[config.mk]
export PLATFORM = sky130hd
export DESIGN_NAME = evt_irq_aggr
export DESIGN_NICKNAME = d
export VERILOG_FILES = /design/src/rtl/evt_aggr_pkg.sv /design/src/rtl/evt_status_bank.sv /design/src/rtl/evt_mask_group.sv /design/src/rtl/evt_first_encoder.sv /design/src/rtl/evt_irq_aggr.sv
export SDC_FILE = /design/constraint.sdc
export NUM_CORES = 1
export LEC_CHECK = 0
export ABC_CLOCK_PERIOD_IN_PS = 10500
export BUFFER_PORTS_ARGS = -buffer_cell sky130_fd_sc_hd__buf_2
export CORE_UTILIZATION = 45
export CTS_CLUSTER_SIZE = 28
export DETAILED_ROUTE_END_ITERATION = 10
export GPL_TIMING_DRIVEN = 0
export SYNTH_ARGS = -nofsm -noshare
export SYNTH_HDL_FRONTEND = slang
export SYNTH_SLANG_ARGS = --single-unit
[constraint.sdc]
create_clock -name clk -period 10.5 [get_ports clk]
set_clock_uncertainty 0.1 [all_clocks]
set_input_delay 1.05 -clock clk [delete_from_list [all_inputs] [get_ports clk]]
set_output_delay 1.05 -clock clk [all_outputs]
set_load 0.02 [all_outputs]
[src/rtl/evt_aggr_pkg.sv]
package evt_aggr_pkg;

  // Kind of register selected by a bus address
  typedef enum logic [1:0] {
    SEL_NONE   = 2'd0,
    SEL_STATUS = 2'd1,
    SEL_MASK   = 2'd2,
    SEL_VECTOR = 2'd3
  } sel_kind_e;

  typedef struct packed {
    sel_kind_e  kind;
    logic [3:0] line;
    logic [3:0] word;
  } reg_sel_t;

  // 16-byte pages: page 0 status, pages 1..L masks, page L+1 vectors
  localparam int unsigned PAGE_BYTES = 16;
  localparam int unsigned WORD_BYTES = 4;

  // Bank holding an event
  function automatic int unsigned bank_of(input int unsigned ev, input int unsigned bank_w);
    return ev / bank_w;
  endfunction

  // Bit position of an event inside its bank
  function automatic int unsigned bit_of(input int unsigned ev, input int unsigned bank_w);
    return ev % bank_w;
  endfunction

  // Byte offset of mask word k of group g
  function automatic int unsigned mask_offset(input int unsigned g, input int unsigned k);
    return PAGE_BYTES * (g + 1) + WORD_BYTES * k;
  endfunction

endpackage

[src/rtl/evt_status_bank.sv]
module evt_status_bank #(
  parameter int unsigned BANK_W = 32
) (
  input  logic              clk,
  input  logic              rst_n,
  input  logic [BANK_W-1:0] set_i,
  input  logic [BANK_W-1:0] clr_i,
  output logic [BANK_W-1:0] status_o
);

  logic [BANK_W-1:0] status_q;
  logic [BANK_W-1:0] status_d;

  // set has priority over a clear of the same bit
  always_comb status_d = (status_q & ~clr_i) | set_i;

  always_ff @(posedge clk or negedge rst_n) begin
    if (!rst_n) status_q <= '0;
    else        status_q <= status_d;
  end

  assign status_o = status_q;

endmodule

[src/rtl/evt_mask_group.sv]
module evt_mask_group #(
  parameter int unsigned NUM_BANKS = 3,
  parameter int unsigned BANK_W    = 32,
  localparam int unsigned NUM_EVT  = NUM_BANKS * BANK_W
) (
  input  logic                 clk,
  input  logic                 rst_n,
  input  logic [NUM_BANKS-1:0] we_i,
  input  logic [BANK_W-1:0]    wdata_i,
  input  logic [NUM_EVT-1:0]   status_i,
  output logic [NUM_EVT-1:0]   mask_o,
  output logic [NUM_EVT-1:0]   hit_o,
  output logic                 irq_o
);

  for (genvar k = 0; k < NUM_BANKS; k++) begin : g_word
    logic [BANK_W-1:0] mask_q;
    always_ff @(posedge clk or negedge rst_n) begin
      if (!rst_n)       mask_q <= '0;
      else if (we_i[k]) mask_q <= wdata_i;
    end
    assign mask_o[k*BANK_W +: BANK_W] = mask_q;
  end

  assign hit_o = status_i & mask_o;
  assign irq_o = |hit_o;

endmodule

[src/rtl/evt_first_encoder.sv]
module evt_first_encoder #(
  parameter int unsigned N  = 96,
  localparam int unsigned IW = (N > 1) ? $clog2(N) : 1
) (
  input  logic [N-1:0]  req_i,
  output logic          valid_o,
  output logic [IW-1:0] idx_o
);

  // scanning downwards leaves the lowest request as the final winner
  always_comb begin
    valid_o = 1'b0;
    idx_o   = '0;
    for (int i = N - 1; i >= 0; i--) begin
      if (req_i[i]) begin
        valid_o = 1'b1;
        idx_o   = IW'(i);
      end
    end
  end

endmodule

[src/rtl/evt_irq_aggr.sv]
module evt_irq_aggr
  import evt_aggr_pkg::*;
#(
  parameter int unsigned NUM_BANKS = 3,
  parameter int unsigned BANK_W    = 32,
  parameter int unsigned NUM_LINES = 3,
  parameter int unsigned ADDR_W    = 8,
  localparam int unsigned NUM_EVT  = NUM_BANKS * BANK_W,
  localparam int unsigned IDX_W    = $clog2(NUM_EVT)
) (
  input  logic                 clk,
  input  logic                 rst_n,
  input  logic [NUM_EVT-1:0]   evt_i,
  input  logic [ADDR_W-1:0]    bus_addr,
  input  logic                 bus_we,
  input  logic [BANK_W-1:0]    bus_wdata,
  output logic [BANK_W-1:0]    bus_rdata,
  output logic [NUM_LINES-1:0] irq_o
);

  localparam int unsigned VEC_PAGE = NUM_LINES + 1;

  // Address decode: 16-byte pages of 32-bit words
  function automatic reg_sel_t decode(input logic [ADDR_W-1:0] a);
    reg_sel_t    s;
    int unsigned page;
    int unsigned word;
    s.kind = SEL_NONE;
    s.line = '0;
    s.word = '0;
    page = int'(a) / PAGE_BYTES;
    word = (int'(a) % PAGE_BYTES) / WORD_BYTES;
    if ((int'(a) % WORD_BYTES) == 0) begin
      if (page == 0 && word < NUM_BANKS) begin
        s.kind = SEL_STATUS;
        s.word = 4'(word);
      end else if (page >= 1 && page <= NUM_LINES && word < NUM_BANKS) begin
        s.kind = SEL_MASK;
        s.line = 4'(page - 1);
        s.word = 4'(word);
      end else if (page == VEC_PAGE && word < NUM_LINES) begin
        s.kind = SEL_VECTOR;
        s.line = 4'(word);
      end
    end
    return s;
  endfunction

  reg_sel_t sel;
  assign sel = decode(bus_addr);

  // Named internal events
  logic [NUM_EVT-1:0]                  status_flat;
  logic [NUM_EVT-1:0]                  clr_flat;
  logic [NUM_LINES-1:0][NUM_EVT-1:0]   mask_flat;
  logic [NUM_LINES-1:0][NUM_EVT-1:0]   hit_flat;
  logic [NUM_LINES-1:0]                vec_valid;
  logic [NUM_LINES-1:0][IDX_W-1:0]     vec_idx;

  // Status banks with write-one-to-clear
  for (genvar b = 0; b < NUM_BANKS; b++) begin : g_bank
    logic bank_wr;
    assign bank_wr = bus_we && (sel.kind == SEL_STATUS) && (int'(sel.word) == b);
    assign clr_flat[b*BANK_W +: BANK_W] = bank_wr ? bus_wdata : '0;

    evt_status_bank #(.BANK_W(BANK_W)) u_bank (
      .clk      (clk),
      .rst_n    (rst_n),
      .set_i    (evt_i[b*BANK_W +: BANK_W]),
      .clr_i    (clr_flat[b*BANK_W +: BANK_W]),
      .status_o (status_flat[b*BANK_W +: BANK_W])
    );
  end

  // One mask group and vector encoder per interrupt line
  for (genvar g = 0; g < NUM_LINES; g++) begin : g_line
    logic [NUM_BANKS-1:0] grp_we;
    for (genvar k = 0; k < NUM_BANKS; k++) begin : g_we
      assign grp_we[k] = bus_we && (sel.kind == SEL_MASK) &&
                         (int'(sel.line) == g) && (int'(sel.word) == k);
    end

    evt_mask_group #(.NUM_BANKS(NUM_BANKS), .BANK_W(BANK_W)) u_grp (
      .clk     (clk),
      .rst_n   (rst_n),
      .we_i    (grp_we),
      .wdata_i (bus_wdata),
      .status_i(status_flat),
      .mask_o  (mask_flat[g]),
      .hit_o   (hit_flat[g]),
      .irq_o   (irq_o[g])
    );

    evt_first_encoder #(.N(NUM_EVT)) u_enc (
      .req_i   (hit_flat[g]),
      .valid_o (vec_valid[g]),
      .idx_o   (vec_idx[g])
    );
  end

  // Read mux
  always_comb begin
    bus_rdata = '0;
    unique case (sel.kind)
      SEL_STATUS: bus_rdata = status_flat[int'(sel.word)*BANK_W +: BANK_W];
      SEL_MASK:   bus_rdata = mask_flat[int'(sel.line)][int'(sel.word)*BANK_W +: BANK_W];
      SEL_VECTOR: begin
        bus_rdata[BANK_W-1]  = vec_valid[int'(sel.line)];
        bus_rdata[IDX_W-1:0] = vec_idx[int'(sel.line)];
      end
      default:    bus_rdata = '0;
    endcase
  end

endmodule

== After elaboration in Yosys (flattened, before gate mapping) ==
Index checks and enable logic that the tools add are counted.

* Add/sub/neg operators: 1
* Multipliers: 0
* Div/mod/pow operators: 0
* $lt $le $gt $ge: 4
* Equality and inequality tests: 8
* Shift operators: 2
* Mux-type cells: 595
* Bitwise gates (word level): 12
* Reduce and logical (&&, ||, !) cells: 28

{| class="wikitable"
|+ Operators with widths
! operator !! count
|-
| 7-bit two-way mux || 289
|-
| 1-bit two-way mux || 289
|-
| 96-bit bitwise AND || 3
|-
| 96-bit OR reduction || 3
|-
| 96-bit binary-select mux with 2-bit select || 1
|-
| 96-bit by 10-bit indexed part select with 32-bit output || 2
|-
| 32-bit bitwise AND || 3
|-
| 32-bit two-way mux || 3
|-
| 96-bit two-way mux || 1
|-
| 32-bit NOT || 3
|-
| 32-bit OR || 3
|-
| 32-bit zero test || 2
|-
| 24-bit one-hot mux with 2 select lines || 1
|-
| 1-bit logical AND || 21
|-
| 7-bit one-hot mux with 3 select lines || 1
|-
| 7-bit binary-select mux with 2-bit select || 1
|-
| 4-bit by 3-bit == test with 1-bit output (second input constant) || 3
|-
| 6-bit two-way mux || 2
|-
| 10-bit two-way mux || 1
|-
| 4-bit by 2-bit == test with 1-bit output (second input constant) || 2
|-
| 4-bit zero test || 2
|-
| 2-bit two-way mux || 3
|-
| 2-bit == test (second input constant) || 2
|-
| 4-bit by 1-bit >= comparator with 1-bit output (second input constant) || 1
|-
| 8 further kinds || 8
|}

* Register bits: 384
* Latch bits: 0
* Memory bits (writable): 0
* Memory bits (read-only): 0
* Bits of input ports: 139
* Output and inout bits: 35
* Logic and storage cells: 662
* Memories: 0

== Longest topological paths before layout ==
Gate-level depths: netlist of the first run.

* Depth after elaboration: 100
* Mapped depth: 15
* Mapped depth without buffers: 13

== Cells and area by module ==
From an unflattened synthesis of the first run, not the netlist that was laid out.

* Cell total of the unflattened synthesis: 2833
* Area, all modules: 25842.3 sq um

{| class="wikitable"
|+ Modules (own cells, without submodules)
! module !! instances !! cells an instance !! area each (sq um)
|-
| evt_mask_group || 3 || 340 || 4413.0
|-
| evt_irq_aggr || 1 || 850 || 5396.4
|-
| evt_first_encoder || 3 || 225 || 1241.2
|-
| evt_status_bank || 3 || 96 || 1161.1
|}

== Worst setup path before layout of the first run ==
Ideal clock, no wire load.

* Path kind: input to output
* Start: input bus_addr[4]
* End: output bus_rdata[0]
* Data arrival time: 4.115 ns
* Setup slack: 5.235 ns
* Cell stages on the path: 14
* Cell sequence: inv_1 -> ha_1 -> inv_1 -> o31a_1 -> clkbuf_1 -> clkbuf_1 -> buf_1 -> nand2_1 -> ha_1 -> clkbuf_1 -> nor2_1 -> nor4b_1 -> nand3_1 -> o31ai_1

* Word-level cells in the longest chain between the ends: 10
* Elaborated cells between the ends (all ways): 26
* Those cells by class: 1 x add/sub; 2 x order compare; 4 x eq/ne; 2 x shift; 12 x mux; 5 x reduce/logical

{| class="wikitable"
|+ RTL lines
! what !! line !! source
|-
| start, declared || evt_irq_aggr.sv:14 || <nowiki>input logic [ADDR_W-1:0] bus_addr,</nowiki>
|-
| 4-bit by 1-bit >= comparator with 1-bit output (tied with other cells) || evt_irq_aggr.sv:37 || <nowiki>end else if (page >= 1 && page <= NUM_LINES && word < NUM_BANKS) begin</nowiki>
|-
| 1-bit logical AND (on tied branches) || evt_irq_aggr.sv:37, evt_irq_aggr.sv:41 ||
|-
| 1-bit logical AND / 6-bit two-way mux (equally long branches) || evt_irq_aggr.sv:37, evt_irq_aggr.sv:41 ||
|-
| 6-bit two-way mux || evt_irq_aggr.sv:37 ||
|-
| 4-bit two-way mux || evt_irq_aggr.sv:34 || <nowiki>if (page == 0 && word < NUM_BANKS) begin</nowiki>
|-
| 10-bit two-way mux (*) || evt_irq_aggr.sv:33 || <nowiki>if ((int'(a) % WORD_BYTES) == 0) begin</nowiki>
|-
| 96-bit binary-select mux with 2-bit select || evt_irq_aggr.sv:106 || <nowiki>SEL_MASK: bus_rdata = mask_flat[int'(sel.line)][int'(sel.word)*BANK_W +: BANK_W];</nowiki>
|-
| 96-bit two-way mux (implied by the code) || evt_irq_aggr.sv:106 ||
|-
| 96-bit by 10-bit indexed part select with 32-bit output || evt_irq_aggr.sv:106 ||
|-
| 7-bit one-hot mux with 3 select lines (*) || evt_irq_aggr.sv:104 || <nowiki>unique case (sel.kind)</nowiki>
|-
| end, declared || evt_irq_aggr.sv:17 || <nowiki>output logic [BANK_W-1:0] bus_rdata,</nowiki>
|}

Every way passes the cells marked *; elsewhere a longest branch is shown, timed or not. The select of a mux whose other input is x is not followed.

== Final worst setup path of the first run ==
* Start: input bus_addr[4]
* End: output bus_rdata[27]

* Word-level cells in the longest chain between the ends: 10
* Elaborated cells between the ends (all ways): 23
* Those cells by class: 1 x add/sub; 2 x order compare; 3 x eq/ne; 2 x shift; 10 x mux; 5 x reduce/logical

{| class="wikitable"
|+ RTL lines
! what !! line
|-
| 4-bit by 1-bit >= comparator with 1-bit output (tied with other cells) || evt_irq_aggr.sv:37
|-
| 1-bit logical AND (on tied branches) || evt_irq_aggr.sv:37, evt_irq_aggr.sv:41
|-
| 1-bit logical AND / 6-bit two-way mux (equally long branches) || evt_irq_aggr.sv:37, evt_irq_aggr.sv:41
|-
| 6-bit two-way mux || evt_irq_aggr.sv:37
|-
| 4-bit two-way mux || evt_irq_aggr.sv:34
|-
| 10-bit two-way mux (*) || evt_irq_aggr.sv:33
|-
| 96-bit binary-select mux with 2-bit select || evt_irq_aggr.sv:106
|-
| 96-bit two-way mux (implied by the code) || evt_irq_aggr.sv:106
|-
| 96-bit by 10-bit indexed part select with 32-bit output || evt_irq_aggr.sv:106
|-
| 24-bit one-hot mux with 2 select lines (*) || evt_irq_aggr.sv:104
|}

Marked as above.

==> impl_metrics.csv, run 1 <==
group,metric,value,unit
run_status,status,"finished clean",
detailed_routing,drt-vias-per-instance,7.10,
detailed_routing,firstDrtPassIters,7,
sta,setup-violations-final,0,
critical_path,r2r_end,"g_bank[2].u_bank.status_o[11]",
floorplanning,die_area,52600,µm²
yosys,synth_nets,2563,
critical_path,r2r_cells,2,
min_path,hp-class,"input pin to async pin",
critical_path,cp.required,9350,ps
sta,max_freq,0.117,GHz
detailed_routing,wl_per_cell,34.9,µm
yosys,synth-main-ff-cell,"dfrtp_1",
cts,htreeDepth,2,
placement,place_hpwl,90100,µm
cts,insertion_delay,580,ps
sta,rsz0062_at_grt,"false",
pwr,clkPwrFrac,42.7,%
yosys,yosysUniqueCellTypes,81,
sta,fin_crit_sh,81.7,%
yosys,yosys_warnings,0,
cts,clockRootBuffer,"clkbuf_16",
detailed_routing,first_iter_violations,3773,
pwr,power.switching,1130,µW
pwr,swShare,29.7,%
cts,cts_tree,"yes",
pwr,power_leakage,0.0119,µW
yosys,synthCells,2417,
cells_and_area,syn2layout_area_growth,14.1,%
sta,drv_slew,0,
cts,cts.sinks,384,
sta,worstMarginPinSlew,1430,ps
critical_path,worst_setup_path_end_kind,"primary output",
floorplanning,num_rows,82,
yosys,postSynthAreaPerCell,9.63,µm²
floorplanning,die_w,229,µm
floorplanning,die_h,229,µm
cells_and_area,fin_nets,2783,
critical_path,critPathMaxFanout,10,
global_routing,grt_pass1_wl,164000,µm
yosys,synth_edf_count,0,
pwr,peakVddDrop,151,µV
pwr,p_int,2680,µW
critical_path,crit_type,"input pin to primary output",
detailed_routing,ant_nets,0,
sta,hold_violations,0,
cts,ctsLongestPathBuffers,3,
global_routing,grt_remaining_overflow,0,
critical_path,worstPathArrival,7430,ps
global_routing,grt_pass1_vias,22430,
placement,globalplace.congestion,1.04,
cells_and_area,multiInputGateArea,12600,µm²
yosys,syn_area,23300,µm²
sta,max_slew_margin,3.88,%
yosys,synth_seq_cells,384,
detailed_routing,routed_wl,117000,µm
critical_path,r2r_setup_slack,9200,ps
pwr,power_frac_comb,15.5,%
floorplanning,core_area,50600,µm²
cells_and_area,fill_cells,4700,
placement,portBuffers,170,
cells_and_area,final-seq-area,9610,µm²
critical_path,worstReg2RegStart,"g_bank[2].u_bank.status_o[11]",
detailed_routing,dr_total_vias,23729,
pwr,pwr-share-seq,41.9,%
floorplanning,ios,174,
global_routing,grt_max_degree,121,
yosys,ys_seq_area_share,41.3,%
critical_path,crit_path_start_kind,"input pin",
cells_and_area,drive_above_1_share,18.5,%
detailed_routing,drcViolationCount,0,
cts,hold_buffers,0,
global_routing,grt_antenna_before_repair,2,
cts,cts_buffers,45,
cts,cts_resized,0,
critical_path,cp-startpoint,"bus_addr[4]",
cts,post_cts_buffers,0,
pwr,total_power,3800,µW
global_routing,grt_use_total,43.7,%
job,drv_cap,0,
sta,layout_min_cycle_time,8580,ps
yosys,postSynth.asyncResetShare,100,%
pwr,power.density,143,nW/µm²
cts,clkTransAtPathRegs,60,ps
floorplanning,start_util,46.0,%
sta,tns,0,ps
[metal layers]
layer	up-vias	wire length, µm	track usage, %
li1	9697	-	-
met1	11892	46600	58.7
met2	1741	49400	64.2
met3	399	13000	10.7
met4	0	7580	24.2
met5	-	0	0
[sequential cells by signal, summed over array words and instances (netlist names)]
| name | cells |
|---|---|
| g_bank.u_bank.status_o | 96 |
| g_line.u_grp.g_word.mask_q | 288 |
[cell usage after synthesis (15+ instances only)]
cell | instances | area (µm²)
mux2_1 | 130 | 1460
nand3_1 | 49 | 245
o21ai_1 | 58 | 290
a22oi_1 | 174 | 1310
a32oi_1 | 23 | 201
nor2_1 | 54 | 203
dfrtp_1 | 384 | 9610
buf_2 | 56 | 280
o21ai_0 | 44 | 220
a21oi_1 | 86 | 430
a22o_1 | 131 | 1150
inv_1 | 19 | 71.3
nand2_1 | 377 | 1420
nor3_1 | 45 | 225
a31oi_1 | 15 | 93.8
nand4_1 | 46 | 288
a32o_1 | 27 | 270
mux2_2 | 158 | 1780
clkbuf_1 | 154 | 578
a21o_1 | 98 | 736
a221oi_1 | 73 | 639
[worst max-delay path by stage]
stage	to	slack (ps)	cells past startpoint
floorplan	bus_rdata[0]	5240	14
global placement	g_bank[2].u_bank.status_o[2]	720	1
detailed placement	bus_rdata[22]	2450	17
CTS	bus_rdata[22]	2440	17
finish	bus_rdata[27]	1920	17
global route	bus_rdata[25]	2040	17
[cell type report]
| class | count | share of cell area (%) |
|---|---|---|
| diodes | 2 | 0.0188 |
| flip-flops and latches | 384 | 36.2 |
| well taps | 672 | 3.16 |
| repair buffers | 173 | 3.55 |
| inverters | 19 | 0.268 |
| clock inverters | 13 | 0.589 |
| multi-input cells | 1781 | 47.4 |
| clock buffers | 65 | 5.05 |
| plain buffers | 233 | 3.80 |
[kinds of logic (layout without fill, tap and decap cells)]
logic type / after synthesis / after routing / synth area share (%)
AO/OA/AOI/OAI: 841 / 841 / 27.3
AND/OR/NAND/NOR: 645 / 645 / 12.5
flip-flops: 384 / 384 / 41.3
multiplexers: 288 / 288 / 13.9
buffers and inverters: 252 / 503 / 4.64
adder cells (fa/ha/maj): 7 / 7 / 0.376
other: 0 / 2 / 0
[power groups by stage]
stage	sequential, µW	combinational [µW]	clock, µW
floorplan	1590	299	0
global placement	1610	553	0
detailed placement	1610	560	0
CTS	1590	563	1630
global route	1600	610	1690
finish	1590	588	1620
[cells in the final DEF, fill, tap and decap left out, drive strengths merged, types with 4 or more instances in the layout]
cell type	count
a22oi	182
a32o	27
a221oi	73
dfrtp	384
nand2	378
buf	252
inv	22
clkinv	5
a21boi	8
ha	7
nor3	46
a311oi	5
a31o	4
nand4	46
o211a	5
or3	6
o211ai	12
nor2b	6
clkbuf	219
nor2	55
nor4	12
a211oi	10
and2	13
and3	5
a222oi	13
o21ai	103
nand3	49
a21oi	86
a32oi	23
a31oi	15
a21o	98
mux2	288
a22o	132
o31ai	8
nand2b	13
[critical path, stage by stage]
cell and delay, ps:
buf_2 140, inv_1 90, ha_1 240, inv_1 130
o31a_1 370, clkbuf_1 720, clkbuf_1 630, buf_1 790
nand2_1 220, inv_1 150, ha_1 190, clkbuf_1 490
nor2b_1 1020, clkbuf_1 670, o21ai_1 150, o21ai_1 160
buf_2 200
[stage by stage]
stage          utilization (%)  cell area, µm²  instances  setup WS, ps  hold WS (ps)
6_report                  52.5           26600       3342          1920           388
5_1_grt                   52.5           26600       3340          2040           458
4_1_cts                   52.5           26600       3340          2440           431
3_5_place_dp              49.6           25100       3262          2450           432
3_3_place_gp              49.4           25000       3259           717           424
2_1_floorplan                -           23300       2417          5240           401
Note: power is estimated with default switching activity, not from simulation.
==> run 2: changes to the inputs <==
--- a/config.mk
+++ b/config.mk
@@ -5,7 +5,7 @@
 export SDC_FILE = /design/constraint.sdc
 export NUM_CORES = 1
 export LEC_CHECK = 0
-export ABC_CLOCK_PERIOD_IN_PS = 10500
+export ABC_CLOCK_PERIOD_IN_PS = 7900
 export BUFFER_PORTS_ARGS = -buffer_cell sky130_fd_sc_hd__buf_2
 export CORE_UTILIZATION = 45
 export CTS_CLUSTER_SIZE = 28
==> constraint.sdc (replaced) <==
create_clock -name clk -period 7.9 [get_ports clk]
set_clock_uncertainty 0.1 [all_clocks]
set_input_delay 0.79 -clock clk [delete_from_list [all_inputs] [get_ports clk]]
set_output_delay 0.79 -clock clk [all_outputs]
set_load 0.02 [all_outputs]
==> impl_metrics.csv, run 2 (synthesized netlist as in run 1, its figures left out) <==
group,metric,value,unit
run_status,status,"finished clean",
floorplanning,die_w,229,µm
detailed_routing,drt-vias-per-instance,7.07,
floorplanning,num_rows,82,
global_routing,grt_antenna_before_repair,3,
critical_path,crit_path_cell_trace,"buf_2 > inv_1 > ha_1 > inv_1 > o31a_1 > clkbuf_1 > clkbuf_1 > buf_1 > nand2_1 > inv_1 > ha_1 > clkbuf_1 > nor2b_2 > clkbuf_1 > o21ai_1 > o21ai_1 > buf_2",
sta,fin_crit_sh,98.1,%
critical_path,path_depth,17,
floorplanning,ios,174,
job,drv_cap,0,
critical_path,crit_path_start_kind,"input pin",
detailed_routing,routed_wl,117000,µm
cells_and_area,drive_above_1_share,18.5,%
min_path,hp-class,"input pin to async pin",
pwr,power.density,190,nW/µm²
cts,cts_buffers,45,
cts,cts_resized,0,
cells_and_area,fin_nets,2783,
cts,cts_tree,"yes",
cells_and_area,layoutNonFillerInstCount,3345,
global_routing,grt_remaining_overflow,0,
detailed_routing,dr_total_vias,23649,
critical_path,slowest_stage,"buf_1",
global_routing,grt_max_degree,121,
cells_and_area,top_register,"g_line.u_grp.g_word.mask_q",
pwr,power_leakage,0.0119,µW
cts,ctsLongestPathBuffers,3,
critical_path,crit_type,"input pin to primary output",
critical_path,crit_top_cell,"clkbuf_1",
cells_and_area,syn2layout_area_growth,14.2,%
cts,clkTransAtPathRegs,60,ps
detailed_routing,firstDrtPassIters,8,
critical_path,path_delay_family,"buffers and inverters",
cts,hold_buffers,0,
sta,rsz0062_at_grt,"false",
detailed_routing,first_iter_violations,4025,
critical_path,cp.buffers_inverters,10,
floorplanning,start_util,46.0,%
critical_path,slowest_delay,780,ps
pwr,peakVddDrop,201,µV
floorplanning,core_area,50600,µm²
sta,drv_slew,0,
critical_path,cp.required,7010,ps
cells_and_area,fin_area,26600,µm²
detailed_routing,wl_per_cell,34.9,µm
placement,dp_cells,3262,
sta,worstMarginPinSlew,1360,ps
placement,globalplace.congestion,1.04,
cts,htreeDepth,2,
critical_path,r2r_cells,2,
detailed_routing,drcViolationCount,0,
critical_path,worstPathArrival,6860,ps
sta,max_freq,0.129,GHz
critical_path,critPathMaxFanout,10,
global_routing,grt_pass1_vias,22448,
cts,clockRootBuffer,"clkbuf_16",
cells_and_area,largest_reg_flops,288,
placement,place_area,25100,µm²
detailed_routing,ant_nets,0,
cts,insertion_delay,580,ps
cells_and_area,layout_common_cells,"dfrtp_1 (384), nand2_1 (377), buf_2 (225), a22oi_1 (174), clkbuf_1 (160)",
sta,layout_min_cycle_time,7750,ps
cts,cts.sinks,384,
global_routing,grt_pass1_wl,164000,µm
sta,hold_violations,0,
sta,max_slew_margin,8.78,%
placement,place_hpwl,90100,µm
cells_and_area,final_common_cell,"dfrtp_1",
cts,post_cts_buffers,0,
critical_path,worst_setup_path_end_kind,"primary output",
floorplanning,die_area,52600,µm²
placement,portBuffers,170,
sta,setup-violations-final,0,
global_routing,grt_use_total,43.6,%
floorplanning,die_h,229,µm
[run 2: cell count changes in the layout (fill, tap and decap cells not counted), sizes merged]
cell,delta
diode,+3
[run 2: stage by stage]
step	hold WS [ps]	total power (µW)	TNS [ps]	setup slack, ps	util [%]
global placement	424	2880	-596100	-1620	49.4
CTS	171	5020	0	358	52.5
finish	121	5060	0	148	52.5
floorplan	394	2510	0	3160	-
global route	208	5170	0	233	52.5
detailed placement	432	2890	0	371	49.6
[run 2: layout make-up]
cell class | instances | area (µm²)
repair buffers | 173 | 943
well taps | 672 | 841
multi-input cells | 1781 | 12600
flip-flops and latches | 384 | 9610
clock inverters | 13 | 156
diodes | 5 | 12.5
inverters | 19 | 71.3
plain buffers | 233 | 1010
clock buffers | 65 | 1340
fillers | 4697 | 24000
[run 2: final timing paths]
kind,startpoint,endpoint,slack (ps)
min in group clk,evt_i[53],g_bank[1].u_bank.status_o[21],250
max in group asynchronous,rst_n,g_line[2].u_grp.g_word[2].mask_q[7],6230
worst max-delay path,bus_addr[4],bus_rdata[22],150
worst max register to register,g_bank[2].u_bank.status_o[11],g_bank[2].u_bank.status_o[11],6590
worst min-delay path,rst_n,g_bank[0].u_bank.status_o[15],120
worst min register to register,g_line[2].u_grp.g_word[0].mask_q[0],g_line[2].u_grp.g_word[0].mask_q[0],440
[run 2: metal layers]
layer | wire length [µm] | GRT usage (%) | up-vias
met5 | 0 | 0 | -
met4 | 7450 | 24.3 | 0
met3 | 13600 | 10.6 | 386
met2 | 49600 | 64.1 | 1773
met1 | 46000 | 58.8 | 11786
li1 | - | - | 9704
[run 2: power by group]
group	switching, µW	leakage, µW	internal, µW
clock	884	0.000738	1270
combinational	530	0.00636	255
sequential	86.7	0.00481	2030
total	1500	0.0119	3560
